## src/rtl/gpio_pkg.sv

```systemverilog
package gpio_pkg;
    localparam int NPIN = 32;
    localparam int DW   = 32;
    localparam int AW   = 3;

    typedef enum logic [AW-1:0] {
        OFS_OWNER = 3'd0,
        OFS_DIR   = 3'd1,
        OFS_DATA  = 3'd2,
        OFS_LEVEL = 3'd3,
        OFS_STAT  = 3'd4,
        OFS_ROUTE = 3'd5
    } reg_ofs_e;

    typedef struct packed {
        logic [NPIN-1:0] owner;
        logic [NPIN-1:0] dir;
        logic [NPIN-1:0] dout;
        logic [NPIN-1:0] level;
        logic [NPIN-1:0] route;
    } cfg_t;

    typedef struct packed {
        logic          sel;
        logic          we;
        logic [AW-1:0] addr;
        logic [DW-1:0] wdata;
    } bus_req_t;

    function automatic logic is_mapped(logic [AW-1:0] a);
        return a <= OFS_ROUTE;
    endfunction

    function automatic logic hits(bus_req_t r, reg_ofs_e o, logic write);
        return r.sel && (r.we == write) && (r.addr == o);
    endfunction
endpackage

```

## src/rtl/gpio_sync.sv

```systemverilog
module gpio_sync #(
    parameter int W      = 32,
    parameter int STAGES = 2
) (
    input  logic         clk,
    input  logic         rst,
    input  logic [W-1:0] d,
    output logic [W-1:0] q
);
    logic [W-1:0] stg [STAGES];

    always_ff @(posedge clk) begin
        if (rst) stg[0] <= '0;
        else     stg[0] <= d;
    end

    for (genvar s = 1; s < STAGES; s++) begin : g_stage
        always_ff @(posedge clk) begin
            if (rst) stg[s] <= '0;
            else     stg[s] <= stg[s-1];
        end
    end

    assign q = stg[STAGES-1];
endmodule

```

## src/rtl/gpio_padmux.sv

```systemverilog
module gpio_padmux
    import gpio_pkg::*;
(
    input  cfg_t            cfg,
    input  logic [NPIN-1:0] alt_out,
    input  logic [NPIN-1:0] alt_oe,
    input  logic [NPIN-1:0] sync_in,
    output logic [NPIN-1:0] pin_out,
    output logic [NPIN-1:0] pin_oe,
    output logic [NPIN-1:0] pin_val
);
    for (genvar i = 0; i < NPIN; i++) begin : g_pin
        logic own_drive;
        assign own_drive  = !cfg.owner[i] && cfg.dir[i];
        assign pin_out[i] = cfg.owner[i] ? alt_out[i] : cfg.dout[i];
        assign pin_oe[i]  = cfg.owner[i] ? alt_oe[i]  : cfg.dir[i];
        assign pin_val[i] = own_drive ? cfg.dout[i] : sync_in[i];
    end
endmodule

```

## src/rtl/gpio_regs.sv

```systemverilog
module gpio_regs
    import gpio_pkg::*;
(
    input  logic            clk,
    input  logic            rst,
    input  bus_req_t        req,
    input  logic [NPIN-1:0] pin_val,
    input  logic [NPIN-1:0] stat,
    output cfg_t            cfg,
    output logic [NPIN-1:0] clr_mask,
    output logic [DW-1:0]   rdata
);
    cfg_t cfg_q;

    always_ff @(posedge clk) begin
        if (rst) begin
            cfg_q <= '0;
        end else begin
            if (hits(req, OFS_OWNER, 1'b1)) cfg_q.owner <= req.wdata[NPIN-1:0];
            if (hits(req, OFS_DIR,   1'b1)) cfg_q.dir   <= req.wdata[NPIN-1:0];
            if (hits(req, OFS_DATA,  1'b1)) cfg_q.dout  <= req.wdata[NPIN-1:0];
            if (hits(req, OFS_LEVEL, 1'b1)) cfg_q.level <= req.wdata[NPIN-1:0];
            if (hits(req, OFS_ROUTE, 1'b1)) cfg_q.route <= req.wdata[NPIN-1:0];
        end
    end

    assign cfg      = cfg_q;
    assign clr_mask = hits(req, OFS_STAT, 1'b1) ? req.wdata[NPIN-1:0] : '0;

    always_comb begin
        rdata = '0;
        if (req.sel && !req.we) begin
            case (req.addr)
                OFS_OWNER: rdata[NPIN-1:0] = cfg_q.owner;
                OFS_DIR:   rdata[NPIN-1:0] = cfg_q.dir;
                OFS_DATA:  rdata[NPIN-1:0] = pin_val;
                OFS_LEVEL: rdata[NPIN-1:0] = cfg_q.level;
                OFS_STAT:  rdata[NPIN-1:0] = stat;
                OFS_ROUTE: rdata[NPIN-1:0] = cfg_q.route;
                default:   rdata = '0;
            endcase
        end
    end

    // unmapped offsets read as zero
    assert_unmapped_zero_R2: assert property (@(posedge clk) disable iff (rst)
        (req.sel && !req.we && !is_mapped(req.addr)) |-> (rdata == '0));

    // configuration is empty after a reset cycle
    assert_cfg_reset_R1: assert property (@(posedge clk)
        rst |=> (cfg_q == '0));
endmodule

```

## src/rtl/gpio_irq.sv

```systemverilog
module gpio_irq
    import gpio_pkg::*;
(
    input  logic            clk,
    input  logic            rst,
    input  logic [NPIN-1:0] pin_val,
    input  logic [NPIN-1:0] level,
    input  logic [NPIN-1:0] route,
    input  logic [NPIN-1:0] clr_mask,
    output logic [NPIN-1:0] stat,
    output logic            irq,
    output logic            nmi
);
    logic [NPIN-1:0] stat_q;
    logic [NPIN-1:0] match;

    assign match = ~(pin_val ^ level);

    always_ff @(posedge clk) begin
        if (rst) stat_q <= '0;
        else     stat_q <= (stat_q & ~clr_mask) | match;
    end

    assign stat = stat_q;
    assign nmi  = |(stat_q & route);
    assign irq  = |(stat_q & ~route);

    // status empty after a reset cycle
    assert_stat_reset_R1: assert property (@(posedge clk)
        rst |=> (stat_q == '0));

    // every matching pin has its bit set on the next edge
    assert_match_sets_R6: assert property (@(posedge clk) disable iff (rst)
        !rst |=> (($past(match) & ~stat_q) == '0));

    // a set bit without a clear request stays set
    assert_sticky_R7: assert property (@(posedge clk) disable iff (rst)
        !rst |=> (($past(stat_q) & ~$past(clr_mask) & ~stat_q) == '0));

    // a bit only falls when cleared without a match
    assert_clear_cause_R8: assert property (@(posedge clk) disable iff (rst)
        !rst |=> (($past(stat_q) & ~stat_q & ~($past(clr_mask) & ~$past(match))) == '0));

    // no status, no interrupt
    assert_quiet_lines_R9: assert property (@(posedge clk) disable iff (rst)
        (stat_q == '0) |-> (!irq && !nmi));
endmodule

```

## src/rtl/gpio_ctrl.sv

```systemverilog
module gpio_ctrl
    import gpio_pkg::*;
#(
    parameter int SYNC_STAGES = 2
) (
    input  logic            clk,
    input  logic            rst,
    input  logic            bus_sel,
    input  logic            bus_we,
    input  logic [AW-1:0]   bus_addr,
    input  logic [DW-1:0]   bus_wdata,
    output logic [DW-1:0]   bus_rdata,
    input  logic [NPIN-1:0] pin_in,
    output logic [NPIN-1:0] pin_out,
    output logic [NPIN-1:0] pin_oe,
    input  logic [NPIN-1:0] alt_out,
    input  logic [NPIN-1:0] alt_oe,
    output logic [NPIN-1:0] alt_in,
    output logic            irq,
    output logic            nmi
);
    bus_req_t        req;
    cfg_t            cfg;
    logic [NPIN-1:0] sync_in;
    logic [NPIN-1:0] pin_val;
    logic [NPIN-1:0] stat;
    logic [NPIN-1:0] clr_mask;

    assign req = '{sel: bus_sel, we: bus_we, addr: bus_addr, wdata: bus_wdata};

    gpio_sync #(.W(NPIN), .STAGES(SYNC_STAGES)) u_sync (
        .clk (clk),
        .rst (rst),
        .d   (pin_in),
        .q   (sync_in)
    );

    gpio_padmux u_mux (
        .cfg     (cfg),
        .alt_out (alt_out),
        .alt_oe  (alt_oe),
        .sync_in (sync_in),
        .pin_out (pin_out),
        .pin_oe  (pin_oe),
        .pin_val (pin_val)
    );

    gpio_regs u_regs (
        .clk      (clk),
        .rst      (rst),
        .req      (req),
        .pin_val  (pin_val),
        .stat     (stat),
        .cfg      (cfg),
        .clr_mask (clr_mask),
        .rdata    (bus_rdata)
    );

    gpio_irq u_irq (
        .clk      (clk),
        .rst      (rst),
        .pin_val  (pin_val),
        .level    (cfg.level),
        .route    (cfg.route),
        .clr_mask (clr_mask),
        .stat     (stat),
        .irq      (irq),
        .nmi      (nmi)
    );

    assign alt_in = sync_in;

    // a controller-owned pin never drives when its direction is input
    assert_input_quiet_R4: assert property (@(posedge clk) disable iff (rst)
        ((~cfg.owner & ~cfg.dir & pin_oe) == '0));
endmodule

```

## config.mk

```make
export PLATFORM = sky130hd
export DESIGN_NAME = gpio_ctrl
export DESIGN_NICKNAME = d
export VERILOG_FILES = /design/src/rtl/gpio_pkg.sv /design/src/rtl/gpio_sync.sv /design/src/rtl/gpio_padmux.sv /design/src/rtl/gpio_regs.sv /design/src/rtl/gpio_irq.sv /design/src/rtl/gpio_ctrl.sv
export SDC_FILE = /design/constraint.sdc
export NUM_CORES = 1
export LEC_CHECK = 0
export BUFFER_PORTS_ARGS = -buffer_cell sky130_fd_sc_hd__buf_2
export CORE_ASPECT_RATIO = 0.75
export CORE_UTILIZATION = 45
export CTS_CLUSTER_SIZE = 30
export DETAILED_ROUTE_END_ITERATION = 12
export PLACE_DENSITY = 0.68
export SLEW_MARGIN = 20
export SYNTH_ARGS = -nofsm -noshare
export SYNTH_HDL_FRONTEND = slang
export SYNTH_SLANG_ARGS = --single-unit
```

## constraint.sdc

```tcl
create_clock -name clk -period 1.85 [get_ports clk]
set_input_delay 0 -clock clk [delete_from_list [all_inputs] [get_ports clk]]
set_output_delay 0 -clock clk [all_outputs]
set_load 0.1 [all_outputs]
```

==> impl_metrics.ini <==
[global_route]
grt_max_degree = 59
grt_pass1_vias = 11130
grt_pass1_wl_um = 61690
grt.total_usage_pct = 28.47
grt.overflow.total = 0
antenna_found_initial = 0

[timing]
setup_viol = 3
relSlewSlack_pct = 54.42
finalCritPeriodShare_pct = 106.0
rsz0062_at_grt = true
worst_pin_slew_ns = 0.6811
totalNegativeSetupSlack_ns = -0.1720
fmaxAchievable_mhz = 509.9
finalHoldViolCount = 0
fin_skew_ns = 0.007168
timing.final.ws_setup_ns = -0.1113
slew_viol_final = 0
period_minus_slack_ns = 1.961
fin_hold_ws_ns = 0.1150

[placed_design]
hpwl_um = 26810
gp_congestion = 0.8652
dpl_cell_area_um2 = 14470
dp.cells = 2027
pre_cts_ws_ns = 0.2396
port_buffers = 264

[die]
boundaryPins = 265
dieArea_um2 = 27540
die_x_um = 191.3
start_util_pct = 46.23
rows = 51
coreArea_um2 = 26160
die_h_um = 144.0

[synthesis]
syn_avg_cell_area_um2 = 8.296
synth_cells = 1458
synthFlopType = dfxtp_1
synth_area_um2 = 12100
async_reset_ff_share_pct = 0
synth_fp_nets = 1593
synth.distinct_cells = 37
synth_warnings = 0
synth_edf_count = 0
ys_seq_area_share_pct = 42.37
ys_ff_latch = 256

[run_status]
status = finished, violations left
violations = negative setup slack

[detailed_routing]
drtAntennaViolNets = 0
drt-total-wl_um = 40470
viasPerCell = 5.376
routedWlPerCell_um = 18.29
drc = 0
firstDrtPassIters = 5
num_vias = 11900
drt_iter0_drc = 869

[clocking]
htreeDepth = 1
clk_pin_slew_worst_paths_ns = 0.06
cts_root_buf = clkbuf_16
cts_tree = done
cts.sinks = 256
cts_buffers = 26
clk-insertion-delay-late_ns = 0.53
cts_buffer_depth = 3

[finish]
diodes = 0
syn_to_final_growth_pct = 44.63
fin_cells = 2213
final_cell_area_um2 = 17490
nets = 1985
utilization_pct = 66.86
layout-drive-gt1-share_pct = 39.33

[worst_hold_path]
hold_class = primary input to register

[critical_path]
cp_top_family = simple AND/OR/NAND/NOR gates
critical_path_required_ns = 1.85
critPathMaxFanout = 4
end_kind = output port
cp-start-kind = register
crit_buf_inv = 1
cp_slowest_cell = or4_4
crit_arrival_ns = 1.96
critical_path_class = register to output port
max_stage_delay_ns = 0.57
path_cells = a22oi_2 -> nand4_1 -> or4_4 -> buf_12

[power]
irDropWorstVdd_mv = 0.6414
total_power_mw = 13.18
power.density_nw_per_um2 = 753.7
leakagePower_nw = 7.358

[flow_run]
maxCapViolations = 0
-- report_power, final --
part	internal [mW]	switching [mW]
logic	0.757	1.28
clock network	3.14	2.20
registers	5.65	0.155
total	9.55	3.64
-- cells in the final DEF (no fill, tap or decap), drive strengths merged --
cell,n
mux2,38
nand3b,5
buf,390
o211a,16
a31oi,4
dfxtp,256
bufinv,2
and4,1
or2,2
and2,2
nor2b,67
a32o,12
nand2b,36
xnor2,28
clkbuf,39
nor2,3
or4,1
clkinv,6
nand2,415
xor2,4
and3,1
a21oi,196
inv,68
nand3,2
mux4,12
dlygate4sd3,72
a22oi,18
mux2i,63
o22ai,32
and3b,2
nand4,7
nor4,4
o21ai,49
o211ai,16
-- worst paths after layout --
kind | start | end | slack [ns] | depth (start not counted)
min reg2reg | u_sync.stg[0][25]$_SDFF_PP0_ | u_sync.stg[1][25]$_SDFF_PP0_ | 0.43 | 1
min | bus_sel | u_regs.cfg[21]$_SDFFE_PP0P_ | 0.12 | 5
max | u_regs.cfg[29]$_SDFFE_PP0P_ | nmi | -0.11 | 4
max reg2reg | u_regs.cfg[130]$_SDFFE_PP0P_ | u_irq.stat[2]$_SDFF_PP0_ | 0.54 | 6
-- cell families after synthesis --
family	Yosys count	synth area share, %
flip-flops	256	42.37
XOR/XNOR	32	2.317
multiplexers	113	10.99
buffers and inverters	166	6.703
AND/OR/NAND/NOR	548	19.86
AO/OA/AOI/OAI	343	17.76
-- routing by layer --
metal	GRT usage [%]	routed length [µm]
met2	46.70	18810
met4	5.556	462
met5	0	0
met3	3.761	2888
met1	40.11	18310
-- timing repair --
item	in CTS	in global routing
hold buffers	72	0
pin swaps	28	31
buffers inserted	34	33
setup endpoints to repair	34	34
endpoints found under the hold margin	230	0
gates resized for setup	193	54
-- worst reg2reg max path, stage by stage (launching register included) --
cell and delay (ns):
dfxtp_4 0.35, nand2b_4 0.16, mux2i_4 0.20, buf_4 0.14, buf_4 0.12, xnor2_1 0.14, a21oi_1 0.08
-- registers in the layout, summed over array words and instances (netlist names) --
signal      cells
u_irq.stat     32
u_regs.cfg    160
u_sync.stg     64
-- synthesized netlist by cell type, types with 3 or more instances --
| library cell | n | area share, % |
|---|---|---|
| a21oi_1 | 153 | 6.3 |
| a21oi_2 | 43 | 3.1 |
| a22oi_1 | 18 | 1.1 |
| a31oi_1 | 4 | 0.21 |
| a32o_1 | 12 | 0.99 |
| buf_1 | 3 | 0.093 |
| buf_2 | 29 | 1.2 |
| buf_4 | 12 | 0.74 |
| buf_6 | 14 | 1.3 |
| clkbuf_1 | 39 | 1.2 |
| dfxtp_1 | 256 | 42 |
| inv_1 | 68 | 2.1 |
| mux2_2 | 38 | 3.5 |
| mux2i_1 | 63 | 5.2 |
| mux4_2 | 12 | 2.2 |
| nand2_1 | 415 | 13 |
| nand2b_1 | 36 | 1.9 |
| nand3b_1 | 5 | 0.31 |
| nand4_1 | 7 | 0.36 |
| nor2_1 | 3 | 0.093 |
| nor2b_1 | 66 | 3.4 |
| nor4_1 | 4 | 0.21 |
| o211a_1 | 16 | 1.3 |
| o211ai_1 | 16 | 0.99 |
| o21ai_0 | 49 | 2.0 |
| o22ai_1 | 32 | 1.7 |
| xnor2_1 | 28 | 2.0 |
| xor2_1 | 4 | 0.29 |
-- layout make-up --
cell class | instances | area, µm²
fill | 2099 | 8670
multi-input combinational | 1036 | 6964
sequential | 256 | 5324
timing repair buffer | 462 | 3659
clock buffer | 39 | 770.7
tap | 344 | 430.4
inverter | 68 | 255.2
clock inverter | 8 | 90.09
No activity file was read; power rests on OpenSTA's default activity.
